==> config.mk <==
export PLATFORM = sky130hd
export DESIGN_NAME = lu_detector
export DESIGN_NICKNAME = d
export VERILOG_FILES = /design/src/rtl/lu_pkg.sv /design/src/rtl/lu_prbs_predictor.sv /design/src/rtl/lu_run_counter.sv /design/src/rtl/lu_sup_timer.sv /design/src/rtl/lu_detector.sv
export SDC_FILE = /design/constraint.sdc
export NUM_CORES = 1
export LEC_CHECK = 0
export ABC_CLOCK_PERIOD_IN_PS = 2200
export BUFFER_PORTS_ARGS = -buffer_cell sky130_fd_sc_hd__buf_2
export CORE_ASPECT_RATIO = 1.4
export CORE_UTILIZATION = 46
export CTS_BUF_LIST = sky130_fd_sc_hd__clkbuf_8
export CTS_CLUSTER_DIAMETER = 80
export CTS_CLUSTER_SIZE = 40
export DETAILED_ROUTE_END_ITERATION = 16
export GPL_TIMING_DRIVEN = 1
export PLACE_DENSITY = 0.62
export SYNTH_ARGS = -nofsm -noshare
export SYNTH_HDL_FRONTEND = slang
export SYNTH_SLANG_ARGS = --single-unit
==> constraint.sdc <==
create_clock -name clk -period 2.2 [get_ports clk]
set_input_delay 0.55 -clock clk [delete_from_list [all_inputs] [get_ports clk]]
set_output_delay 0.55 -clock clk [all_outputs]
set_load 0.1 [all_outputs]
==> src/rtl/lu_pkg.sv <==
package lu_pkg;
  typedef enum logic [1:0] {
    ST_SEARCH  = 2'd0,
    ST_ARMED   = 2'd1,
    ST_LOOPED  = 2'd2,
    ST_EXPIRED = 2'd3
  } lu_state_e;
endpackage

==> src/rtl/lu_prbs_predictor.sv <==
// Predicts each incoming bit from the recurrence b(n)=b(n-ORDER) xor b(n-TAP)
// and reports agreement (loop-up) or complement agreement (loop-down).
module lu_prbs_predictor #(
  parameter int ORDER = 7,
  parameter int TAP   = 6
) (
  input  logic clk,
  input  logic rst_n,
  input  logic bit_vld,
  input  logic bit_dat,
  output logic up_hit,
  output logic dn_hit
);
  localparam int FW = $clog2(ORDER + 1);
  localparam logic [FW-1:0] FULL = FW'(ORDER);

  logic [ORDER-1:0] hist_q;
  logic [FW-1:0]    fill_q;
  logic             pred;
  logic             primed;
  logic             hist_zero;
  logic             hist_ones;

  always_ff @(posedge clk) begin
    if (!rst_n) begin
      hist_q <= '0;
      fill_q <= '0;
    end else if (bit_vld) begin
      hist_q <= {hist_q[ORDER-2:0], bit_dat};
      if (fill_q != FULL) fill_q <= fill_q + 1'b1;
    end
  end

  always_comb begin
    pred      = hist_q[ORDER-1] ^ hist_q[TAP-1];
    primed    = (fill_q == FULL);
    hist_zero = (hist_q == '0);
    hist_ones = &hist_q;
    up_hit    = bit_vld & primed & ~hist_zero & (bit_dat == pred);
    dn_hit    = bit_vld & primed & ~hist_ones & (bit_dat != pred);
  end
endmodule

==> src/rtl/lu_run_counter.sv <==
// Counts consecutive matching bits; reached fires on the LIMIT-th one.
module lu_run_counter #(
  parameter int LIMIT = 32
) (
  input  logic clk,
  input  logic rst_n,
  input  logic clr,
  input  logic step,
  input  logic hit,
  output logic reached
);
  localparam int CW = $clog2(LIMIT + 1);
  localparam logic [CW-1:0] LAST = CW'(LIMIT - 1);

  logic [CW-1:0] cnt_q;

  always_ff @(posedge clk) begin
    if (!rst_n || clr) begin
      cnt_q <= '0;
    end else if (step) begin
      if (!hit)               cnt_q <= '0;
      else if (cnt_q != LAST) cnt_q <= cnt_q + 1'b1;
    end
  end

  assign reached = step & hit & (cnt_q == LAST);
endmodule

==> src/rtl/lu_sup_timer.sv <==
// Bit-clock supervision timer; last fires on the LIMIT-th counted bit.
module lu_sup_timer #(
  parameter int LIMIT = 8192000
) (
  input  logic clk,
  input  logic rst_n,
  input  logic clr,
  input  logic step,
  output logic last
);
  localparam int TW = $clog2(LIMIT + 1);
  localparam logic [TW-1:0] LAST = TW'(LIMIT - 1);

  logic [TW-1:0] cnt_q;

  always_ff @(posedge clk) begin
    if (!rst_n || clr)              cnt_q <= '0;
    else if (step && cnt_q != LAST) cnt_q <= cnt_q + 1'b1;
  end

  assign last = step & (cnt_q == LAST);
endmodule

==> src/rtl/lu_detector.sv <==
module lu_detector
  import lu_pkg::*;
#(
  parameter int HOLD_BITS  = 32,
  parameter int TMO_BITS   = 8192000,
  parameter int PRBS_ORDER = 7,
  parameter int PRBS_TAP   = 6
) (
  input  logic clk,
  input  logic rst_n,
  input  logic bit_vld,
  input  logic bit_dat,
  input  logic host_clr,
  output logic lup_seen,
  output logic loop_on,
  output logic sup_expired
);
  lu_state_e state_q, state_d;
  logic seen_q, seen_d, loop_q, loop_d, tmo_q, tmo_d;
  logic up_hit, dn_hit;
  logic run_hit, run_step, run_clr, run_reached;
  logic tmr_step, tmr_clr, tmr_last;

  lu_prbs_predictor #(.ORDER(PRBS_ORDER), .TAP(PRBS_TAP)) u_pred (
    .clk(clk), .rst_n(rst_n), .bit_vld(bit_vld), .bit_dat(bit_dat),
    .up_hit(up_hit), .dn_hit(dn_hit)
  );

  assign run_hit  = (state_q == ST_LOOPED) ? dn_hit : up_hit;
  assign run_step = bit_vld & ((state_q == ST_SEARCH) | (state_q == ST_LOOPED));
  assign run_clr  = host_clr | (state_d != state_q);

  lu_run_counter #(.LIMIT(HOLD_BITS)) u_run (
    .clk(clk), .rst_n(rst_n), .clr(run_clr), .step(run_step),
    .hit(run_hit), .reached(run_reached)
  );

  assign tmr_step = bit_vld & (state_q == ST_ARMED);
  assign tmr_clr  = host_clr | (state_q != ST_ARMED);

  lu_sup_timer #(.LIMIT(TMO_BITS)) u_tmr (
    .clk(clk), .rst_n(rst_n), .clr(tmr_clr), .step(tmr_step), .last(tmr_last)
  );

  always_comb begin
    state_d = state_q;
    seen_d  = seen_q;
    loop_d  = loop_q;
    tmo_d   = tmo_q;
    if (host_clr) begin
      state_d = ST_SEARCH;
      seen_d  = 1'b0;
      loop_d  = 1'b0;
      tmo_d   = 1'b0;
    end else begin
      unique case (state_q)
        ST_SEARCH: if (run_reached) begin
          state_d = ST_ARMED;
          seen_d  = 1'b1;
        end
        ST_ARMED: begin
          if (bit_vld && !up_hit) begin
            state_d = ST_LOOPED;
            loop_d  = 1'b1;
          end else if (tmr_last) begin
            state_d = ST_EXPIRED;
            tmo_d   = 1'b1;
          end
        end
        ST_LOOPED: if (run_reached) begin
          state_d = ST_SEARCH;
          loop_d  = 1'b0;
        end
        default: ;
      endcase
    end
  end

  always_ff @(posedge clk) begin
    if (!rst_n) begin
      state_q <= ST_SEARCH;
      seen_q  <= 1'b0;
      loop_q  <= 1'b0;
      tmo_q   <= 1'b0;
    end else begin
      state_q <= state_d;
      seen_q  <= seen_d;
      loop_q  <= loop_d;
      tmo_q   <= tmo_d;
    end
  end

  assign lup_seen    = seen_q;
  assign loop_on     = loop_q;
  assign sup_expired = tmo_q;
endmodule

* Yosys cells after proc, flatten, opt, wreduce, memory -nomap -nowiden *
Index checks and enable logic that the tools add are counted.
W data, S select, Z words.

operators by class
  divide/modulo/power cells = 0
  reductions and logical operators = 16
  shift operators = 0
  bitwise logic cells = 18
  eq/ne operators = 15
  magnitude comparators = 0
  muxes and demuxes = 12
  add/sub/neg operators = 3
  multiply operators = 0

operators by type and width
  operator                 number
  $add A23 B1 Y23 const B  1
  $eq A23 B23 Y1 const B   1
  $ne A23 B23 Y1 const B   1
  $mux W6                  2
  $and A1 B1 Y1            10
  $mux W2                  5
  $logic_not A7 Y1         1
  $reduce_and A7 Y1        1
  $add A6 B1 Y6 const B    1
  $eq A6 B5 Y1 const B     1
  $ne A6 B5 Y1 const B     1
  $pmux W2 S3              1
  $reduce_and A2 Y1        3
  $reduce_and A3 Y1        2
  $ne A2 B1 Y1 const B     2
  $ne A2 B2 Y1 const B     2
  $not A1 Y1               4
  $add A3 B1 Y3 const B    1
  $eq A3 B3 Y1 const B     1
  $mux W1                  3
  $ne A3 B3 Y1 const B     1
  $or A1 B1 Y1             3
  $eq A2 B1 Y1 const B     1
  $eq A2 B2 Y1 const B     1
  11 further kinds         14

storage, ports and cells
  flip-flop bits (word level) = 44
  word-level logic and storage cells = 72
  bits in read-only memories = 0
  output and inout bits = 3
  bits of input ports = 5
  memories = 0
  RAM bits = 0
  bits in latches = 0

* Longest topological paths before layout *
Gate-level depths: netlist of run 1.

  depth in word-level cells = 13
  depth in mapped cells = 8
  depth with buffers taken out = 7

* By module *
Synthesis of run 1 repeated with hierarchy kept, for this count alone.

second synthesis, totals
  cell total of the unflattened synthesis = 260
  area, all modules = 2,308.5 µm²

by module, submodules not included
  module             area an instance (µm²)  instances  seq. area each (µm²)  cells an instance
  lu_sup_timer       1,214.9                 1          460.4                 137
  lu_prbs_predictor  476.7                   1          200.2                 47
  lu_run_counter     349.1                   1          120.1                 42
  lu_detector        267.8                   1          100.1                 34

* Least setup slack after synthesis of run 1 *
Ideal clock, no wire load.

  path kind = flip-flop to flip-flop
  start = register u_tmr.cnt_q[0]
  end = register u_run.cnt_q[5]
  period minus slack after synthesis = 1.941 ns
  path buffers = 1
  setup time = 0.142 ns
  data arrival time = 1.799 ns
  path slack = 0.259 ns
  required time = 2.058 ns
  cell stages (with the launch flop) = 8
  cell sequence = dfxtp_1 -> ha_1 -> inv_1 -> or4_1 -> buf_2 -> o21a_1 -> o21ai_2 -> a211oi_1

on the way
  word-level cells in the longest chain between the ends = 9

RTL lines
  what                    line                  source
  from (decl)             lu_sup_timer.sv:14    logic [TW-1:0] cnt_q;
  from (signal assigned)  lu_sup_timer.sv:18    else if (step && cnt_q != LAST) cnt_q <= cnt_q + 1'b1;
  $eq A23 B23 Y1          lu_sup_timer.sv:21    assign last = step & (cnt_q == LAST);
  $and A1 B1 Y1           lu_sup_timer.sv:21
  $mux W2                 lu_detector.sv:65     end else if (tmr_last) begin
  $mux W2                 lu_detector.sv:62     if (bit_vld && !up_hit) begin
  $pmux W2 S3             lu_detector.sv:56     unique case (state_q)
  $mux W2                 lu_detector.sv:50     if (host_clr) begin
  $ne A2 B2 Y1            lu_detector.sv:31     assign run_clr = host_clr | (state_d != state_q);
  $or A1 B1 Y1            lu_detector.sv:31
  $logic_or A1 B1 Y1      lu_run_counter.sv:18  if (!rst_n || clr) begin
  to (signal assigned)    lu_run_counter.sv:22  else if (cnt_q != LAST) cnt_q <= cnt_q + 1'b1;
  to (decl)               lu_run_counter.sv:15  logic [CW-1:0] cnt_q;

No other way between the ends.
A chain may end at the register's enable or synchronous reset.

* Final worst setup path of run 1 *
  start = register u_pred.fill_q[0]
  end = register u_run.cnt_q[0]

on the way
  word-level cells in the longest chain between the ends = 13
  elaborated cells between the ends (all ways) = 22
  classes of those cells = eq/ne (3); mux (7); bitwise (8); reduce/logical (4)

RTL lines
  what                                            line                                              source
  from (decl)                                     lu_prbs_predictor.sv:18                           logic [FW-1:0] fill_q;
  from (signal assigned)                          lu_prbs_predictor.sv:30                           if (fill_q != FULL) fill_q <= fill_q + 1'b1;
  $eq A3 B3 Y1 (*)                                lu_prbs_predictor.sv:36                           primed = (fill_q == FULL);
  $and A1 B1 Y1 (*)                               lu_prbs_predictor.sv:39, lu_prbs_predictor.sv:40
  $and A1 B1 Y1 (on tied branches) (2 in series)  lu_prbs_predictor.sv:39, lu_prbs_predictor.sv:40
  $mux W1                                         lu_detector.sv:29                                 assign run_hit = (state_q == ST_LOOPED) ? dn_hit : up_hit;
  $and A1 B1 Y1 (2 in series)                     lu_run_counter.sv:26                              assign reached = step & hit & (cnt_q == LAST);
  $mux W2 (on tied branches)                      lu_detector.sv:70, lu_detector.sv:57
  $pmux W2 S3                                     lu_detector.sv:56
  $mux W2                                         lu_detector.sv:50
  $ne A2 B2 Y1                                    lu_detector.sv:31
  $or A1 B1 Y1                                    lu_detector.sv:31
  $logic_or A1 B1 Y1                              lu_run_counter.sv:18

Every way passes the cells marked *; elsewhere a longest branch is shown, timed or not.

==> results of run 1 <==
logic make-up after synthesis:
family | after synthesis | synth area share
AND/OR/NAND/NOR | 101 | 0.260
multiplexers | 10 | 0.0453
XOR/XNOR | 10 | 0.0464
buffers and inverters | 16 | 0.0328
flip-flops | 44 | 0.398
adder cells (fa/ha/maj) | 4 | 0.0226
AO/OA/AOI/OAI | 62 | 0.195
flip-flops by register name, summed over array words and instances, names as in the netlist:
name and cells:
u_run.cnt_q 6, sup_expired 1, state_q 2, u_pred.hist_q 7
u_pred.fill_q 3, loop_on 1, u_tmr.cnt_q 23, lup_seen 1
through the flow:
step | utilization | area [sq um] | total power [uW] | instances
5_1_grt | 0.544 | 2490 | 1530 | 328
3_5_place_dp | 0.519 | 2370 | 877 | 320
2_1_floorplan | - | 2210 | 863 | 247
3_3_place_gp | 0.519 | 2370 | 876 | 320
6_report | 0.544 | 2490 | 1480 | 328
4_1_cts | 0.543 | 2480 | 1490 | 328
path summary, 6_finish.rpt:
kind,end,slack (ns),cells past startpoint
worst max-delay path,u_run.cnt_q[0],0.15,7
worst min-delay path,lup_seen,0.45,2
worst max register to register,u_run.cnt_q[0],0.15,7
worst min register to register,lup_seen,0.45,2
cell type report:
| cell class | instances | area [sq um] |
|---|---|---|
| Fill cell | 470 | 2080 |
| Multi-Input combinational cell | 187 | 1260 |
| Sequential cell | 44 | 881 |
| Timing Repair Buffer | 19 | 125 |
| Tap cell | 62 | 77.6 |
| Clock buffer | 5 | 68.8 |
| Clock inverter | 3 | 42.5 |
| Inverter | 8 | 30.0 |
synthesized netlist by cell type (all sizes together), types with 2 or more instances:
library cell  instances
dfxtp                44
buf                   4
or4                   8
inv                   8
or3                   8
xor2                  7
nand4                 9
mux2i                10
a211o                 2
o31ai                 6
nand3b                3
and2                  3
a2111oi               3
or2                   2
nor4                  3
clkbuf                4
nor3                  2
nor2                 19
a31oi                 2
o211ai                4
a211oi                3
nand2b                3
nor2b                11
o2111ai               3
ha                    4
xnor2                 2
nand3                10
nand2                15
o21ai                12
a21oi                22
nand4b                2
critical path: cells and delay by family, from the launching register on:
family | cells | cell delay [ns]
simple gates | 1 | 0.18
flops | 1 | 0.33
compound gates | 4 | 1.00
fa+ha+maj | 2 | 0.40
cells in the final DEF (no fill, tap or decap), types with 8 or more instances in the layout:
master   netlist  layout
dfxtp_1       44      44
a21oi_1       22      22
nor2_1        18      18
nand2_1       15      15
buf_4          0      12
nor2b_1       11      11
mux2i_1       10      10
nand3_1       10      10
o21ai_0        9       9
nand4_1        8       8
inv_1          8       8
or3_1          8       8
report_power, final:
| group | total (uW) | internal [uW] | switching (uW) |
|---|---|---|---|
| Combinational | 50.4 | 22.2 | 28.2 |
| Clock | 619 | 336 | 283 |
| Sequential | 807 | 802 | 4.95 |
| Total | 1480 | 1160 | 316 |
routing by layer:
metal / share of wire / wire (um) / vias to the layer above / GRT usage
li1: - / - / 954 / -
met1: 0.45 / 1870 / 866 / 0.202
met2: 0.52 / 2180 / 12 / 0.331
met3: 0.018 / 74 / 6 / 0.0388
met4: 0.016 / 66 / 0 / 0.0661
met5: 0 / 0 / - / 0
==> flow_summary.json, run 1 <==
{
  "setup_tns_ns": 0,
  "critPathMaxStageDelay_ns": 0.49,
  "worst_ep_required_time_ns": 2.36,
  "power_density_mw_per_mm2": 594,
  "dpl.hpwl_mm": 3.07,
  "async_flop_share": 0,
  "viasPerCell": 5.60,
  "io_buffer_count": 7,
  "synth_edf_count": 0,
  "worstMarginPinSlew_ns": 0.567,
  "io-pin-count": 8,
  "synth_top_area_share": 0.398,
  "die_h_um": 84.1,
  "std_cell_rows": 29,
  "cts_hold_buffers": 0,
  "ir_worst_vdd_mv": 0.580,
  "synthCells": 247,
  "drive_gt1_frac": 0.150,
  "grt_pass1_vias": 1721,
  "antenna_cells": 0,
  "nets": 274,
  "whs_ns": 0.446,
  "cts-root-buf": "clkbuf_8",
  "die_w_um": 60.6,
  "grt.total_usage": 0.184,
  "power_leakage_uw": 0.000814,
  "coreArea_sq_mm": 0.00457,
  "syn_avg_cell_area_sq_um": 8.96,
  "cts_setup_buffers": 0,
  "htreeDepth": 2,
  "critPathMaxFanout": 9,
  "vias": 1838,
  "globalplace.congestion": 0.763,
  "grt.overflow.total": 0,
  "clk_pin_slew_ns": 0.08,
  "max-cap-violations": 0,
  "antenna_found_initial": 0,
  "synth.yosys.seq_area_share": 0.398,
  "r2r-start": "u_pred.fill_q[0]",
  "drc": 0,
  "clk_path_buf_depth": 2,
  "area_growth_pct": 12.4,
  "grt_max_degree": 24,
  "postCtsResizedCells": 0,
  "fin_crit_ns": 2.05,
  "drt-total-wl_mm": 4.19,
  "yosys_warnings": 0,
  "hp-class": "reg -> reg",
  "start_kind": "flip-flop",
  "synth-main-ff-cell": "dfxtp_1",
  "insertion_delay_ns": 0.30,
  "synth_fp_nets": 256,
  "drt_pass1_iterations": 4,
  "cts.sinks": 44,
  "start_util": 0.484,
  "yosysUniqueCellTypes": 49,
  "setup_slack_ns": 0.149,
  "cts_buffers": 5,
  "worstSetupStartpoint": "u_pred.fill_q[0]",
  "period_share": 0.932,
  "cp_cell_sequence": "ha_1, ha_1, and4b_1, o211a_1, a21o_1, a21oi_1, a311oi_1",
  "critPathKind": "reg -> reg",
  "finalMaxSlewViolations": 0,
  "drt.antenna.violating_nets": 0,
  "wl_per_cell_um": 12.8,
  "hold_viol_final": 0,
  "pre_cts_ws_ns": 0.0866,
  "cts_tree": "done",
  "max_freq_mhz": 488,
  "grt_pass1_wl_mm": 7.27,
  "run_status": "complete, no violations",
  "synth-seq-cells": 44,
  "synth_area_sq_mm": 0.00221,
  "first_iter_violations": 108,
  "crit_top_cell": "ha_1",
  "holdCritStartpoint": "lup_seen",
  "endpoint_kind": "flip-flop",
  "arrival_ns": 2.21,
  "slew_headroom": 0.622,
  "grt_setup_unrepaired": "false",
  "yosys-top-cells-area": "dfxtp_1, a21oi_1, mux2i_1",
  "skew_ns": 0.00728,
  "die_area_sq_mm": 0.00509,
  "crit_slowest_cell": "a21oi_1",
  "synth_top_area_cell": "dfxtp_1",
  "finalSetupViolations": 0
}
Power figures use the tool's default switching activity.
==> inputs of run 2 (changes only) <==
--- a/config.mk
+++ b/config.mk
@@ -16,4 +16,5 @@
 export GPL_TIMING_DRIVEN = 1
 export PLACE_DENSITY = 0.62
+export SLEW_MARGIN = 10
 export SYNTH_ARGS = -nofsm -noshare
 export SYNTH_HDL_FRONTEND = slang
==> constraint.sdc (replaced) <==
create_clock -name clk -period 2.2 [get_ports clk]
set_input_delay 0.11 -clock clk [delete_from_list [all_inputs] [get_ports clk]]
set_output_delay 0.11 -clock clk [all_outputs]
set_load 0.1 [all_outputs]
==> run 2 against run 1 <==
- worst setup slack got worse by 0.027 ns
- clock power decreased by 0.6%
- clock skew increased by 0.0023 ns
- worst hold slack got worse by 0.31 ns
- power decreased by 0.23%
- sequential power about the same
- first-iteration DRC count decreased by 48%
- final cell count increased by 0.30%
- critical path depth decreased by 2
- non-clock buffer count increased by 1
- final area increased by 0.70%
- sequential cell count unchanged
==> flow_summary.json, run 2 (synthesized netlist as in run 1, its figures left out) <==
{
  "run_status": "complete, no violations",
  "cts-root-buf": "clkbuf_8",
  "area_growth_pct": 13.2,
  "grt_max_degree": 24,
  "drc": 0,
  "critPathKind": "reg -> reg",
  "final_cell_mix": "dfxtp_1, a21oi_1, nor2_1, nand2_1, buf_4",
  "nets": 275,
  "std_cell_rows": 29,
  "topRoutingLayerUsed": "met4",
  "multiInputGateArea_sq_mm": 0.00127,
  "drt.antenna.violating_nets": 0,
  "antenna_found_initial": 0,
  "cts_tree": "done",
  "power.total_uw": 1470,
  "skew_ns": 0.00954,
  "grt_pass1_wl_mm": 7.36,
  "largest-register": "u_tmr.cnt_q",
  "fillCellCount": 445,
  "largestRegisters": "u_tmr.cnt_q: 23 flops, u_pred.hist_q: 7 flops, u_run.cnt_q: 6 flops",
  "dr_wl_met3_um": 91,
  "ff_latch_area_sq_um": 881,
  "start_kind": "flip-flop",
  "io_buffer_count": 7,
  "finalSetupViolations": 0,
  "worst_ep_required_time_ns": 2.37,
  "die_w_um": 60.6,
  "max_freq_mhz": 481,
  "design_area_sq_mm": 0.00250,
  "cts_hold_buffers": 0,
  "dpl.hpwl_mm": 3.17,
  "first_iter_violations": 56,
  "htreeDepth": 2,
  "wl_per_cell_um": 13.2,
  "hold_viol_final": 0,
  "setup_tns_ns": 0,
  "crit_slowest_cell": "xor3_1",
  "route.met2.wl_mm": 2.28,
  "die_h_um": 84.1,
  "critPathMaxFanout": 9,
  "path_buf_inv": 0,
  "start_util": 0.484,
  "hp-class": "in -> reg",
  "io-pin-count": 8,
  "fin_crit_ns": 2.08,
  "viasPerCell": 5.55,
  "pre_cts_ws_ns": 0.0817,
  "vias": 1827,
  "coreArea_sq_mm": 0.00457,
  "grt_setup_unrepaired": "false",
  "die_area_sq_mm": 0.00509,
  "placed_area_sq_mm": 0.00236,
  "critPathTopFamily": "compound AO/OA/AOI/OAI gates",
  "drive_gt1_frac": 0.157,
  "clk_path_buf_depth": 2,
  "max-cap-violations": 0,
  "globalplace.congestion": 0.754,
  "insertion_delay_ns": 0.30,
  "cts_buffers": 5,
  "cts.sinks": 44,
  "drt-met1-wl_mm": 1.89,
  "worstMarginPinSlew_ns": 0.548,
  "finalMaxSlewViolations": 0,
  "cp_cell_sequence": "xor3_1, o211a_1, a21o_2, a21oi_1, a311oi_1",
  "critPathMaxStageDelay_ns": 0.49,
  "setup_slack_ns": 0.122,
  "grt.overflow.total": 0,
  "grt_pass1_vias": 1763,
  "drt-total-wl_mm": 4.33,
  "antenna_cells": 0,
  "clk_pin_slew_ns": 0.09,
  "slew_headroom": 0.635,
  "endpoint_kind": "flip-flop",
  "ir_worst_vdd_mv": 0.625,
  "largest_register_ffs": 23,
  "grt.total_usage": 0.188,
  "drt_pass1_iterations": 4,
  "period_share": 0.944,
  "power_leakage_uw": 0.000828,
  "power_density_mw_per_mm2": 588,
  "arrival_ns": 2.24,
  "final_common_cell": "dfxtp_1"
}
-- run 2: changes by cell type in the layout (fill, tap and decap cells not counted) --
cell    previous run  this run
a21o_1             1         0
a21o_2             0         1
buf_4             12        13
nor4_2             1         0
nor4_4             0         1
-- run 2: power by group --
| part | internal [uW] | leakage (uW) | switching (uW) | total (uW) |
|---|---|---|---|---|
| sequential | 802 | 0.000355 | 5.09 | 807 |
| combinational | 22.5 | 0.000419 | 28.5 | 51.0 |
| clock | 336 | 0.0000541 | 279 | 615 |
| total | 1160 | 0.000828 | 312 | 1470 |
-- run 2: layout make-up --
type,count,area share
flip-flops and latches,44,0.352
repair buffers,20,0.0529
multi-input cells,187,0.508
well taps,62,0.0310
clock buffers,5,0.0275
inverters,8,0.0120
clock inverters,3,0.0170
-- run 2: worst register-to-register path: stages (launching register included) --
cell and delay, ns:
dfxtp_1 0.40, xor3_1 0.49, o211a_1 0.21, a21o_2 0.28, a21oi_1 0.46, a311oi_1 0.10
-- run 2: path summary, 6_finish.rpt --
path	slack, ns	endpoint	start	cells after the start
max reg2reg	0.12	u_run.cnt_q[0]	u_pred.hist_q[5]	5
min	0.13	u_pred.hist_q[0]	bit_dat	3
max	0.12	u_run.cnt_q[0]	u_pred.hist_q[5]	5
min reg2reg	0.45	lup_seen	lup_seen	2
-- run 2: per-layer routing --
layer | global-route usage | vias up
li1 | - | 958
met1 | 0.193 | 849
met2 | 0.343 | 14
met3 | 0.0388 | 6
met4 | 0.0868 | 0
met5 | 0 | -
-- run 2: per-stage QoR --
step,hold WS (ns),util,std cells
2_1_floorplan,0.280,-,247
3_3_place_gp,0.412,0.517,319
3_5_place_dp,0.432,0.517,319
4_1_cts,0.134,0.542,327
5_1_grt,0.142,0.548,329
6_report,0.135,0.548,329
-- run 2: what timing repair did --
| action | 4_1_cts | 5_1_grt |
|---|---|---|
| buffers inserted | 0 | 2 |
| resized for setup | 0 | 3 |
| endpoints found under the setup margin | 0 | 7 |
==> inputs of run 3 (changes only) <==
- CORE_MARGIN: default -> 2
==> run 3 against run 2 <==
- critical endpoint is now u_tmr.cnt_q[15]
- worst setup slack improved by 0.021 ns
- combinational power about the same
- maximum frequency increased by 1.0%
- die area increased by 5.8%
- worst hold slack got worse by 0.029 ns
- first-iteration DRC count decreased by 7.1%
- sequential cell count unchanged
- final area decreased by 0.70%
==> flow_summary.json, run 3 (synthesized netlist as in run 1, its figures left out) <==
{
  "endpoint_kind": "flip-flop",
  "design_area_sq_mm": 0.00249,
  "power_leakage_uw": 0.000826,
  "p_seq_frac": 0.552,
  "pre_cts_ws_ns": 0.135,
  "nets": 273,
  "htreeDepth": 2,
  "coreArea_sq_mm": 0.00457,
  "io_buffer_count": 7,
  "largest_register_ffs": 23,
  "die_area_sq_mm": 0.00539,
  "start_kind": "flip-flop",
  "clockPowerShare": 0.413,
  "wl_per_cell_um": 13.3,
  "insertion_delay_ns": 0.30,
  "viasPerCell": 5.59,
  "clk_path_buf_depth": 2,
  "ir_worst_vdd_mv": 0.388,
  "postCtsResizedCells": 0,
  "grt_pass1_vias": 1787,
  "cts_buffers": 5,
  "grt_setup_unrepaired": "false",
  "antenna_cells": 0,
  "grt_pass1_wl_mm": 7.83,
  "grt.overflow.total": 0,
  "fillCellCount": 463,
  "dpl.hpwl_mm": 3.20,
  "ff_latch_area_sq_um": 881,
  "std_cell_rows": 29,
  "power.total_uw": 1460,
  "critPathKind": "reg -> reg",
  "largest-register": "u_tmr.cnt_q",
  "cts.sinks": 44,
  "period_share": 0.935,
  "grt.total_usage": 0.181,
  "setup_slack_ns": 0.143,
  "run_status": "complete, no violations",
  "start_util": 0.484,
  "globalplace.congestion": 0.758,
  "hp-class": "in -> reg",
  "multiInputGateArea_sq_mm": 0.00127,
  "power_density_mw_per_mm2": 588,
  "final_common_cell": "dfxtp_1",
  "drt_pass1_iterations": 4,
  "drt-total-wl_mm": 4.36,
  "vias": 1829,
  "antenna_found_initial": 0,
  "worstMarginPinSlew_ns": 0.506,
  "grt_max_degree": 24,
  "setup_tns_ns": 0,
  "arrival_ns": 2.24,
  "finalSetupViolations": 0,
  "cts_setup_buffers": 0,
  "worst_ep_required_time_ns": 2.39,
  "combPwrFrac": 0.035,
  "placed_area_sq_mm": 0.00236,
  "io-pin-count": 8,
  "cts_tree": "done",
  "drt.antenna.violating_nets": 0,
  "drc": 0,
  "swShare": 0.209,
  "max-cap-violations": 0,
  "slew_headroom": 0.660,
  "first_iter_violations": 52,
  "drive_gt1_frac": 0.151,
  "hold_viol_final": 0,
  "critPathMaxFanout": 7,
  "max_freq_mhz": 486,
  "final_util": 0.544,
  "area_growth_pct": 12.4,
  "clk_pin_slew_ns": 0.08,
  "fin_crit_ns": 2.06,
  "final_cell_mix": "dfxtp_1, a21oi_1, nor2_1, nand2_1",
  "cts_hold_buffers": 0,
  "cellInternalPower_uw": 1160,
  "die_w_um": 62.6,
  "skew_ns": 0.00748,
  "finalMaxSlewViolations": 0,
  "die_h_um": 86.1,
  "cts-root-buf": "clkbuf_8",
  "largestRegisters": "u_tmr.cnt_q: 23 flops, u_pred.hist_q: 7 flops, u_run.cnt_q: 6 flops",
  "p_sw_uw": 306
}
-- run 3: area by class of cell --
class	count	share of cell area
Multi-Input combinational cell	187	0.512
Sequential cell	44	0.354
Timing Repair Buffer	18	0.0473
Tap cell	62	0.0312
Clock buffer	5	0.0277
Clock inverter	3	0.0156
Inverter	8	0.0121
-- run 3: worst paths after layout --
path / start / end / slack, ns / depth (start not counted)
worst min register to register: lup_seen / lup_seen / 0.45 / 2
worst max-delay path: u_tmr.cnt_q[0] / u_tmr.cnt_q[15] / 0.14 / 7
worst max register to register: u_tmr.cnt_q[0] / u_tmr.cnt_q[15] / 0.14 / 7
worst min-delay path: bit_dat / u_pred.hist_q[0] / 0.11 / 3
-- run 3: per-layer routing --
metal	up-vias	GRT usage	wire [um]
met1	859	0.195	1900
li1	947	-	-
met3	6	0.0420	106
met4	0	0.0828	74
met2	17	0.333	2280
met5	-	0	0
-- run 3: power by group through the flow --
stage / sequential (uW) / clock (uW) / combinational [uW]
CTS: 808 / 629 / 51.5
finish: 807 / 604 / 51.2
global route: 809 / 659 / 57.3
detailed placement: 827 / 0 / 50.9
floorplan: 825 / 0 / 37.6
global placement: 826 / 0 / 50.1
-- run 3: critical path, stage by stage (launching register included) --
cell and delay [ns]:
dfxtp_1 0.37, ha_1 0.18, inv_1 0.06, or4_1 0.64
buf_4 0.22, nand4_1 0.25, xor2_1 0.18, nor2_1 0.05
-- run 3: stage by stage --
stage          cells  hold slack (ns)
3_5_place_dp     319            0.418
6_report         327            0.106
4_1_cts          327            0.102
3_3_place_gp     319            0.418
5_1_grt          327            0.109
2_1_floorplan    247            0.280
